<file path="src/rtl/xms_pkg.sv">
`timescale 1ns/1ps
package xms_pkg;

   // What a master cycle is used for
   typedef enum logic [1:0] {
      SLOT_IDLE  = 2'd0,
      SLOT_READ  = 2'd1,
      SLOT_WRITE = 2'd2,
      SLOT_GAP   = 2'd3
   } slot_kind_e;

   function automatic logic slot_on_bus(slot_kind_e k);
      return (k == SLOT_READ) || (k == SLOT_WRITE);
   endfunction

endpackage

</file>
<file path="src/rtl/xms_phase.sv">
`timescale 1ns/1ps
// Half-cycle phase of the master clock, derived from the 2x internal clock
module xms_phase (
   input  logic clk,
   input  logic rst_n,
   output logic late_half
);

   always_ff @(posedge clk or negedge rst_n) begin
      if (!rst_n) late_half <= 1'b0;
      else        late_half <= ~late_half;
   end

endmodule

</file>
<file path="src/rtl/xms_sched.sv">
`timescale 1ns/1ps
// Chooses the use of each master cycle and holds the current slot
module xms_sched #(
   parameter int ADDR_W = 23,
   parameter int DATA_W = 16,
   parameter int NUM_CS = 8,
   parameter int CS_W   = 3
) (
   input  logic                clk,
   input  logic                rst_n,
   input  logic                late_half,
   input  logic [NUM_CS-1:0]   cfg_early,
   input  logic                req_valid,
   input  logic                req_write,
   input  logic [CS_W-1:0]     req_cs,
   input  logic [ADDR_W-1:0]   req_addr,
   input  logic [DATA_W-1:0]   req_wdata,
   output logic                req_ready,
   output xms_pkg::slot_kind_e cur_kind,
   output xms_pkg::slot_kind_e nxt_kind,
   output logic [CS_W-1:0]     nxt_cs,
   output logic [ADDR_W-1:0]   nxt_addr,
   output logic [DATA_W-1:0]   nxt_wdata,
   output logic                nxt_early
);
   import xms_pkg::*;

   logic [CS_W-1:0]   cur_cs;
   logic [ADDR_W-1:0] cur_addr;
   logic [DATA_W-1:0] cur_wdata;
   logic              cur_early;
   logic              req_early;
   logic              bus_turn;
   logic              need_gap;

   assign req_early = cfg_early[req_cs];

   // Another driver may still hold the bus when the strobe would go low early
   assign bus_turn = (cur_kind == SLOT_WRITE) ||
                     ((cur_kind == SLOT_READ) && (cur_cs != req_cs));
   assign need_gap  = req_valid && !req_write && req_early && bus_turn;
   assign req_ready = late_half && !need_gap;

   always_comb begin
      nxt_kind  = cur_kind;
      nxt_cs    = cur_cs;
      nxt_addr  = cur_addr;
      nxt_wdata = cur_wdata;
      nxt_early = cur_early;
      if (late_half) begin
         if (!req_valid) begin
            nxt_kind = SLOT_IDLE;
         end else if (need_gap) begin
            nxt_kind = SLOT_GAP;
         end else begin
            nxt_kind  = req_write ? SLOT_WRITE : SLOT_READ;
            nxt_cs    = req_cs;
            nxt_addr  = req_addr;
            nxt_wdata = req_wdata;
            nxt_early = req_early && !req_write;
         end
      end
   end

   always_ff @(posedge clk or negedge rst_n) begin
      if (!rst_n) begin
         cur_kind  <= SLOT_IDLE;
         cur_cs    <= '0;
         cur_addr  <= '0;
         cur_wdata <= '0;
         cur_early <= 1'b0;
      end else begin
         cur_kind  <= nxt_kind;
         cur_cs    <= nxt_cs;
         cur_addr  <= nxt_addr;
         cur_wdata <= nxt_wdata;
         cur_early <= nxt_early;
      end
   end

endmodule

</file>
<file path="src/rtl/xms_strobe_gen.sv">
`timescale 1ns/1ps
// Registered pin drivers: each output is flopped for the half-cycle it covers
module xms_strobe_gen #(
   parameter int ADDR_W = 23,
   parameter int DATA_W = 16,
   parameter int NUM_CS = 8,
   parameter int CS_W   = 3
) (
   input  logic                clk,
   input  logic                rst_n,
   input  logic                late_half,
   input  xms_pkg::slot_kind_e nxt_kind,
   input  logic [CS_W-1:0]     nxt_cs,
   input  logic [ADDR_W-1:0]   nxt_addr,
   input  logic [DATA_W-1:0]   nxt_wdata,
   input  logic                nxt_early,
   output logic [ADDR_W-1:0]   mem_addr,
   output logic [NUM_CS-1:0]   mem_cs_n,
   output logic                mem_rd_n,
   output logic                mem_wr_n,
   output logic [DATA_W-1:0]   mem_dq_out,
   output logic                mem_dq_oe
);
   import xms_pkg::*;

   logic              nxt_late;
   logic              on_bus;
   logic [NUM_CS-1:0] sel_nxt;

   assign nxt_late = ~late_half;
   assign on_bus   = slot_on_bus(nxt_kind);

   for (genvar g = 0; g < NUM_CS; g++) begin : g_sel
      assign sel_nxt[g] = on_bus && (nxt_cs == CS_W'(g));
   end

   always_ff @(posedge clk or negedge rst_n) begin
      if (!rst_n) begin
         mem_addr   <= '0;
         mem_cs_n   <= '1;
         mem_rd_n   <= 1'b1;
         mem_wr_n   <= 1'b1;
         mem_dq_out <= '0;
         mem_dq_oe  <= 1'b0;
      end else begin
         mem_addr   <= nxt_addr;
         mem_cs_n   <= ~sel_nxt;
         mem_rd_n   <= !((nxt_kind == SLOT_READ) && (nxt_late || nxt_early));
         mem_wr_n   <= !((nxt_kind == SLOT_WRITE) && nxt_late);
         mem_dq_out <= nxt_wdata;
         mem_dq_oe  <= (nxt_kind == SLOT_WRITE);
      end
   end

endmodule

</file>
<file path="src/rtl/xms_capture.sv">
`timescale 1ns/1ps
// Samples read data and flags completion on the edge that ends a cycle
module xms_capture #(
   parameter int DATA_W = 16
) (
   input  logic                clk,
   input  logic                rst_n,
   input  logic                late_half,
   input  xms_pkg::slot_kind_e cur_kind,
   input  logic [DATA_W-1:0]   mem_dq_in,
   output logic [DATA_W-1:0]   rd_data,
   output logic                done
);
   import xms_pkg::*;

   always_ff @(posedge clk or negedge rst_n) begin
      if (!rst_n) begin
         rd_data <= '0;
         done    <= 1'b0;
      end else begin
         done <= late_half && slot_on_bus(cur_kind);
         if (late_half && (cur_kind == SLOT_READ)) rd_data <= mem_dq_in;
      end
   end

endmodule

</file>
<file path="src/rtl/xmem_strobe_seq.sv">
`timescale 1ns/1ps
module xmem_strobe_seq #(
   parameter  int ADDR_W = 23,
   parameter  int DATA_W = 16,
   parameter  int NUM_CS = 8,
   localparam int CS_W   = (NUM_CS > 1) ? $clog2(NUM_CS) : 1
) (
   input  logic              clk,
   input  logic              rst_n,
   input  logic [NUM_CS-1:0] cfg_early,
   input  logic              req_valid,
   input  logic              req_write,
   input  logic [CS_W-1:0]   req_cs,
   input  logic [ADDR_W-1:0] req_addr,
   input  logic [DATA_W-1:0] req_wdata,
   output logic              req_ready,
   output logic [DATA_W-1:0] rd_data,
   output logic              done,
   output logic [ADDR_W-1:0] mem_addr,
   output logic [NUM_CS-1:0] mem_cs_n,
   output logic              mem_rd_n,
   output logic              mem_wr_n,
   output logic [DATA_W-1:0] mem_dq_out,
   output logic              mem_dq_oe,
   input  logic [DATA_W-1:0] mem_dq_in
);
   import xms_pkg::*;

   if (NUM_CS < 2 || (1 << CS_W) != NUM_CS) begin : g_bad_cs
      $error("NUM_CS must be a power of two and at least 2");
   end
   if (ADDR_W < 1 || ADDR_W > 32) begin : g_bad_addr
      $error("ADDR_W out of range");
   end
   if (DATA_W < 8 || DATA_W > 64) begin : g_bad_data
      $error("DATA_W out of range");
   end

   logic              late_half;
   slot_kind_e        cur_kind;
   slot_kind_e        nxt_kind;
   logic [CS_W-1:0]   nxt_cs;
   logic [ADDR_W-1:0] nxt_addr;
   logic [DATA_W-1:0] nxt_wdata;
   logic              nxt_early;

   xms_phase u_phase (
      .clk       (clk),
      .rst_n     (rst_n),
      .late_half (late_half)
   );

   xms_sched #(.ADDR_W(ADDR_W), .DATA_W(DATA_W), .NUM_CS(NUM_CS), .CS_W(CS_W)) u_sched (
      .clk       (clk),
      .rst_n     (rst_n),
      .late_half (late_half),
      .cfg_early (cfg_early),
      .req_valid (req_valid),
      .req_write (req_write),
      .req_cs    (req_cs),
      .req_addr  (req_addr),
      .req_wdata (req_wdata),
      .req_ready (req_ready),
      .cur_kind  (cur_kind),
      .nxt_kind  (nxt_kind),
      .nxt_cs    (nxt_cs),
      .nxt_addr  (nxt_addr),
      .nxt_wdata (nxt_wdata),
      .nxt_early (nxt_early)
   );

   xms_strobe_gen #(.ADDR_W(ADDR_W), .DATA_W(DATA_W), .NUM_CS(NUM_CS), .CS_W(CS_W)) u_pins (
      .clk        (clk),
      .rst_n      (rst_n),
      .late_half  (late_half),
      .nxt_kind   (nxt_kind),
      .nxt_cs     (nxt_cs),
      .nxt_addr   (nxt_addr),
      .nxt_wdata  (nxt_wdata),
      .nxt_early  (nxt_early),
      .mem_addr   (mem_addr),
      .mem_cs_n   (mem_cs_n),
      .mem_rd_n   (mem_rd_n),
      .mem_wr_n   (mem_wr_n),
      .mem_dq_out (mem_dq_out),
      .mem_dq_oe  (mem_dq_oe)
   );

   xms_capture #(.DATA_W(DATA_W)) u_cap (
      .clk       (clk),
      .rst_n     (rst_n),
      .late_half (late_half),
      .cur_kind  (cur_kind),
      .mem_dq_in (mem_dq_in),
      .rd_data   (rd_data),
      .done      (done)
   );

endmodule

</file>
<file path="config.mk">
export PLATFORM = sky130hd
export DESIGN_NAME = xmem_strobe_seq
export DESIGN_NICKNAME = d
export VERILOG_FILES = /design/src/rtl/xms_pkg.sv /design/src/rtl/xms_phase.sv /design/src/rtl/xms_sched.sv /design/src/rtl/xms_strobe_gen.sv /design/src/rtl/xms_capture.sv /design/src/rtl/xmem_strobe_seq.sv
export SDC_FILE = /design/constraint.sdc
export NUM_CORES = 1
export LEC_CHECK = 0
export ABC_AREA = 0
export ABC_CLOCK_PERIOD_IN_PS = 5100
export CORE_UTILIZATION = 46
export CTS_CLUSTER_DIAMETER = 150
export DETAILED_ROUTE_END_ITERATION = 16
export GPL_TIMING_DRIVEN = 1
export PLACE_DENSITY = 0.86
export SETUP_SLACK_MARGIN = 0.02
export SLEW_MARGIN = 20
export SYNTH_ARGS = -nofsm -noshare
export SYNTH_HDL_FRONTEND = slang
export SYNTH_SLANG_ARGS = --single-unit
</file>
<file path="constraint.sdc">
create_clock -name clk -period 5.1 [get_ports clk]
set_clock_uncertainty 0.15 [all_clocks]
set_input_delay 1.02 -clock clk [delete_from_list [all_inputs] [get_ports clk]]
set_output_delay 1.02 -clock clk [all_outputs]
set_load 0.05 [all_outputs]
</file>
==> Word-level counts from Yosys, hierarchy flattened <==
Index checks and enable logic that the tools add are counted.
{ "op_classes": {"n_addsub": 0, "mul": 0, "n_div": 0, "magnitude_cmp": 1, "n_eq_ne": 12, "shifts": 0, "muxes": 12, "bitwise_logic": 3, "reduce_logical": 28} }
{ "op_table": {"columns": ["op", "n"], "rows": [
  ["$logic_and 1x1->1", 18],
  ["$eq 3x3->1 const B", 4],
  ["$mux 3", 3],
  ["$mux 2", 4],
  ["$not 8->8", 1],
  ["$eq 3x2->1 const B", 2],
  ["$eq 2x1->1 const B", 2],
  ["$eq 2x2->1 const B", 2],
  ["$logic_not 1->1", 4],
  ["$logic_or 1x1->1", 4],
  ["$lt 3x4->1 const B", 1],
  ["$mux 1", 4],
  ["$bmux 1 s3", 1],
  ["$eq 3x1->1 const B", 1],
  ["$logic_not 3->1", 1],
  ["$ne 3x3->1", 1],
  ["$reduce_and 3->1", 1],
  ["$not 1->1", 2]
]} }
{ "totals": {"reg_bits": 74, "latchBits": 0, "mem_bits_rw": 0, "rom_bits": 0, "inputBits": 70, "output_inout_bits": 68, "elab_cells": 68, "n_memories": 0} }

==> Logic depth before layout (Yosys ltp) <==
Gate-level depths: netlist (run 1).
{ "logic_depth": {"depth_word": 11, "mapped_depth": 11, "depth_no_buf": 10} }

==> Hierarchy <==
A second synthesis (run 1) with hierarchy kept.
{ "hier_totals": {"cells_unflattened": 228, "hier_area_um2": 3970.1} }
{ "modules_own_cells": {"columns": ["module", "n_inst", "cells_each", "area_per_inst_um2", "seq_area_each_um2"], "rows": [
  ["xms_sched", 1, 118, 1878.1, 1126.1],
  ["xms_strobe_gen", 1, 70, 1371.3, 1263.7],
  ["xms_capture", 1, 38, 691.9, 425.4],
  ["xms_phase", 1, 2, 28.8, 25.0]
]} }

==> Worst setup path before layout (run 1) <==
No wires, ideal clock.
{ "synth_timing": {"kind": "in2out", "from": "input req_cs[2]", "to": "output req_ready", "arrival_ps": 2521, "required_ps": 3930, "path_slack_ps": 1409, "cell_stages": 5, "n_path_buf": 1, "cell_sequence": "clkbuf_1 xor2_1 o31ai_2 a21oi_1 a21oi_1"} }
{ "synth_between": {"elab_chain_len": 6, "elab_cells_between_ends": 9, "cone_classes": "1 x eq/ne; 2 x mux; 6 x reduce/logical"} }
{ "synth_lines": {"columns": ["element", "line_no", "source"], "rows": [
  ["start, declared", "xmem_strobe_seq.sv:13", "input logic [CS_W-1:0] req_cs,"],
  ["$bmux 1 s3 / $ne 3x3->1 (equally long branches)", "xms_sched.sv:36, xms_sched.sv:40", null],
  ["$mux 1 (not written as such) / $logic_and 1x1->1 (equally long branches)", "xms_sched.sv:36, xms_sched.sv:40", null],
  ["$logic_and 1x1->1 / $logic_or 1x1->1 (equally long branches)", "xms_sched.sv:41, xms_sched.sv:39", null],
  ["$logic_and 1x1->1 *", "xms_sched.sv:41", "assign need_gap = req_valid && !req_write && req_early && bus_turn;"],
  ["$logic_not 1->1 *", "xms_sched.sv:42", "assign req_ready = late_half && !need_gap;"],
  ["$logic_and 1x1->1 *", "xms_sched.sv:42", null],
  ["end, declared", "xmem_strobe_seq.sv:16", "output logic req_ready,"]
]} }
Mark *: on every way between the ends. The rest lies on a longest branch, timed or not. The select of a mux whose other input is x is not followed.

==> Worst setup path after layout (run 1) <==
{ "layout_timing": {"from": "input req_cs[1]", "to": "output req_ready"} }
Same word-level chain as after synthesis.

==> results.json, run 1 <==
{
  "fin_nets": 426,
  "cts_tree": "done",
  "critical_path.startpoint": "req_cs[1]",
  "synth_seq_cells": 74,
  "dieHeight_um": 85.9,
  "clock_latency_ns": 0.34,
  "ctsLongestPathBuffers": 2,
  "routed_wl_mm": 7.13,
  "drc": 0,
  "antenna_cells": 0,
  "maxCapViolCount": 0,
  "tns_ns": 0,
  "place_hpwl_mm": 5.22,
  "syn_to_final_growth_pct": 49.3,
  "hold_path_end": "u_cap.rd_data[4]",
  "place_congestion": 0.847,
  "synth_nets": 286,
  "io_pins": 138,
  "leakage_nw": 2.12,
  "htree_levels": 3,
  "final_cell_mix": "clkdlybuf4s50_1, dfrtp_1, mux2_4",
  "ir_drop_uv": 178,
  "route.vias.total": 2166,
  "cts_hold_buf": 0,
  "drtPass1Iterations": 4,
  "syn_inst": 212,
  "root_buffer": "clkbuf_8",
  "die_area_mm2": 0.00738,
  "cts_setup_buffers": 0,
  "whs_path_depth": 1,
  "status": "finished clean",
  "grt_pass1_wl_mm": 11.4,
  "grt_max_degree": 42,
  "reg2reg_to": "u_pins.mem_cs_n[4]",
  "drt-wirelength-per-cell_um": 15.7,
  "cp_max_fo": 11,
  "portBuffers": 137,
  "cts_sinks": 74,
  "synth_area_mm2": 0.00324,
  "max_stage_delay_ns": 0.84,
  "whs_ns": 0.356,
  "max_slew_margin_pct": 50.6,
  "drv_slew": 0,
  "ys_seq_area_share_pct": 57.5,
  "grt_pass1_vias": 2293,
  "core_area_mm2": 0.00679,
  "start_util_pct": 47.7,
  "vias_per_cell": 4.78,
  "r2r_start": "u_sched.cur_cs[1]",
  "crit_required_ns": 3.93,
  "antenna_left": 0,
  "path_buf_inv": 2,
  "rr_worst_depth": 9,
  "layout_commonest_cell": "clkdlybuf4s50_1",
  "grt_setup_unrepaired": "no",
  "start_kind": "input port",
  "clk_pin_slew_ns": 0.07,
  "avgSynthCellArea_um2": 15.3,
  "final_layout_size_suffix_gt1_share_pct": 25.5,
  "p_per_area_mw_per_mm2": 360,
  "min_path_type": "reg2reg",
  "path_class": "in2out",
  "min_period_over_period_pct": 89.7,
  "worstPathArrival_ns": 3.40,
  "cts_buffers": 9,
  "grtUsageTotal_pct": 20.4,
  "critPathSlowestCell": "clkdlybuf4s50_1",
  "hold_viol_final": 0,
  "regToRegSetupSlack_ns": 2.44,
  "die_w_um": 85.9,
  "drt_iter0_markers": 38,
  "rows": 30,
  "critical_path.top_delay_family": "buffers and inverters",
  "cp_cell_sequence": "clkdlybuf4s50_1, xor2_1, o31ai_2, a21oi_1, a21oi_1, clkdlybuf4s50_1",
  "hold_start": "u_cap.rd_data[4]",
  "cts_resized": 0,
  "antenna_found_initial": 0,
  "end_kind": "output port",
  "worstMarginPinSlew_ns": 0.742,
  "grt_overflow": 0,
  "setup_viol": 0,
  "clock.fmax_mhz": 219,
  "yosys_warnings": 0,
  "period_needed_ns": 4.57,
  "synthDistinctLibCells": 27
}
flip-flops by register name, summed over array words and instances, names as in the netlist:
signal and count:
u_sched.cur_kind 2, u_sched.cur_cs 3, u_pins.mem_cs_n 8, u_cap.rd_data 16
u_pins.mem_wr_n 1, u_pins.mem_dq_out 16, u_phase.late_half 1, u_sched.cur_early 1
u_pins.mem_addr 23, u_pins.mem_dq_oe 1, u_pins.mem_rd_n 1, u_cap.done 1
cells in the mapped netlist (all sizes together):
master	n	area share (%)
mux2	58	25
a21oi	3	0.58
mux4	1	0.69
buf	7	2.2
ha	4	1.5
a21boi	1	0.23
o21bai	1	0.23
o21ai	1	0.15
a41oi	1	0.27
dfstp	10	8.1
o31ai	1	0.39
nor2	10	1.2
clkbuf	4	0.46
xor2	3	0.81
inv	5	0.58
nand2	7	0.81
nand2b	6	1.2
mux2i	13	4.0
nand3b	1	0.23
nor3	8	1.2
dfrtp	64	49
nor4	2	0.39
nor2b	1	0.19
worst max path at each step:
stage,to,slack (ns),cells after the start
global placement,req_ready,0.57,6
finish,req_ready,0.53,6
detailed placement,req_ready,0.50,6
global route,req_ready,0.36,6
CTS,req_ready,0.48,6
floorplan,req_ready,1.41,5
kinds of logic (layout without fill, tap and decap cells):
logic type / Yosys count / count (layout) / share of synthesized area (%)
compound gates: 8 / 8 / 1.85
xor+xnor: 3 / 3 / 0.811
fa+ha+maj: 4 / 4 / 1.54
buf+inv: 16 / 161 / 3.28
flops: 74 / 74 / 57.5
mux: 72 / 72 / 29.7
simple gates: 35 / 35 / 5.25
stage by stage:
stage | util [%] | setup slack (ns) | power, mW | std cells | cell area, µm²
final | 71.2 | 0.525 | 1.74 | 453 | 4840
after global routing | 71.2 | 0.361 | 1.82 | 453 | 4840
after CTS | 71.2 | 0.481 | 1.76 | 453 | 4840
after detailed placement | 68.7 | 0.499 | 1.36 | 437 | 4670
after global placement | 68.7 | 0.574 | 1.35 | 437 | 4670
after floorplan | - | 1.41 | 1.13 | 212 | 3240
routing by layer:
| layer | up-vias | wire length [µm] | part of all wire [%] | global-route usage, % |
|---|---|---|---|---|
| li1 | 1011 | - | - | - |
| met1 | 1064 | 2880 | 40 | 24.9 |
| met2 | 82 | 3700 | 52 | 35.1 |
| met3 | 9 | 427 | 6.0 | 4.14 |
| met4 | 0 | 110 | 1.5 | 8.64 |
| met5 | - | 0 | 0 | 0 |
final cells by class:
type                       instances  area [µm²]
sequential                        74        1860
inverter                           5        18.8
timing repair buffer             140        1390
tap                               96         120
clock inverter                     6        41.3
clock buffer                      10         128
multi-input combinational        122        1280
fill                             495        1960
where the power goes:
part,internal [mW],switching (mW)
logic,0.269,0.372
clock network,0.176,0.216
registers,0.666,0.0441
(Power assumes the default switching activity.)
==> run 2, diff against run 1 <==
--- a/config.mk
+++ b/config.mk
@@ -6,7 +6,6 @@
 export NUM_CORES = 1
 export LEC_CHECK = 0
 export ABC_AREA = 0
-export ABC_CLOCK_PERIOD_IN_PS = 5100
 export CORE_UTILIZATION = 46
 export CTS_CLUSTER_DIAMETER = 150
 export DETAILED_ROUTE_END_ITERATION = 16
==> results of run 2 <==
No change in the layout: final DEF, timing and power equal those of run 1.
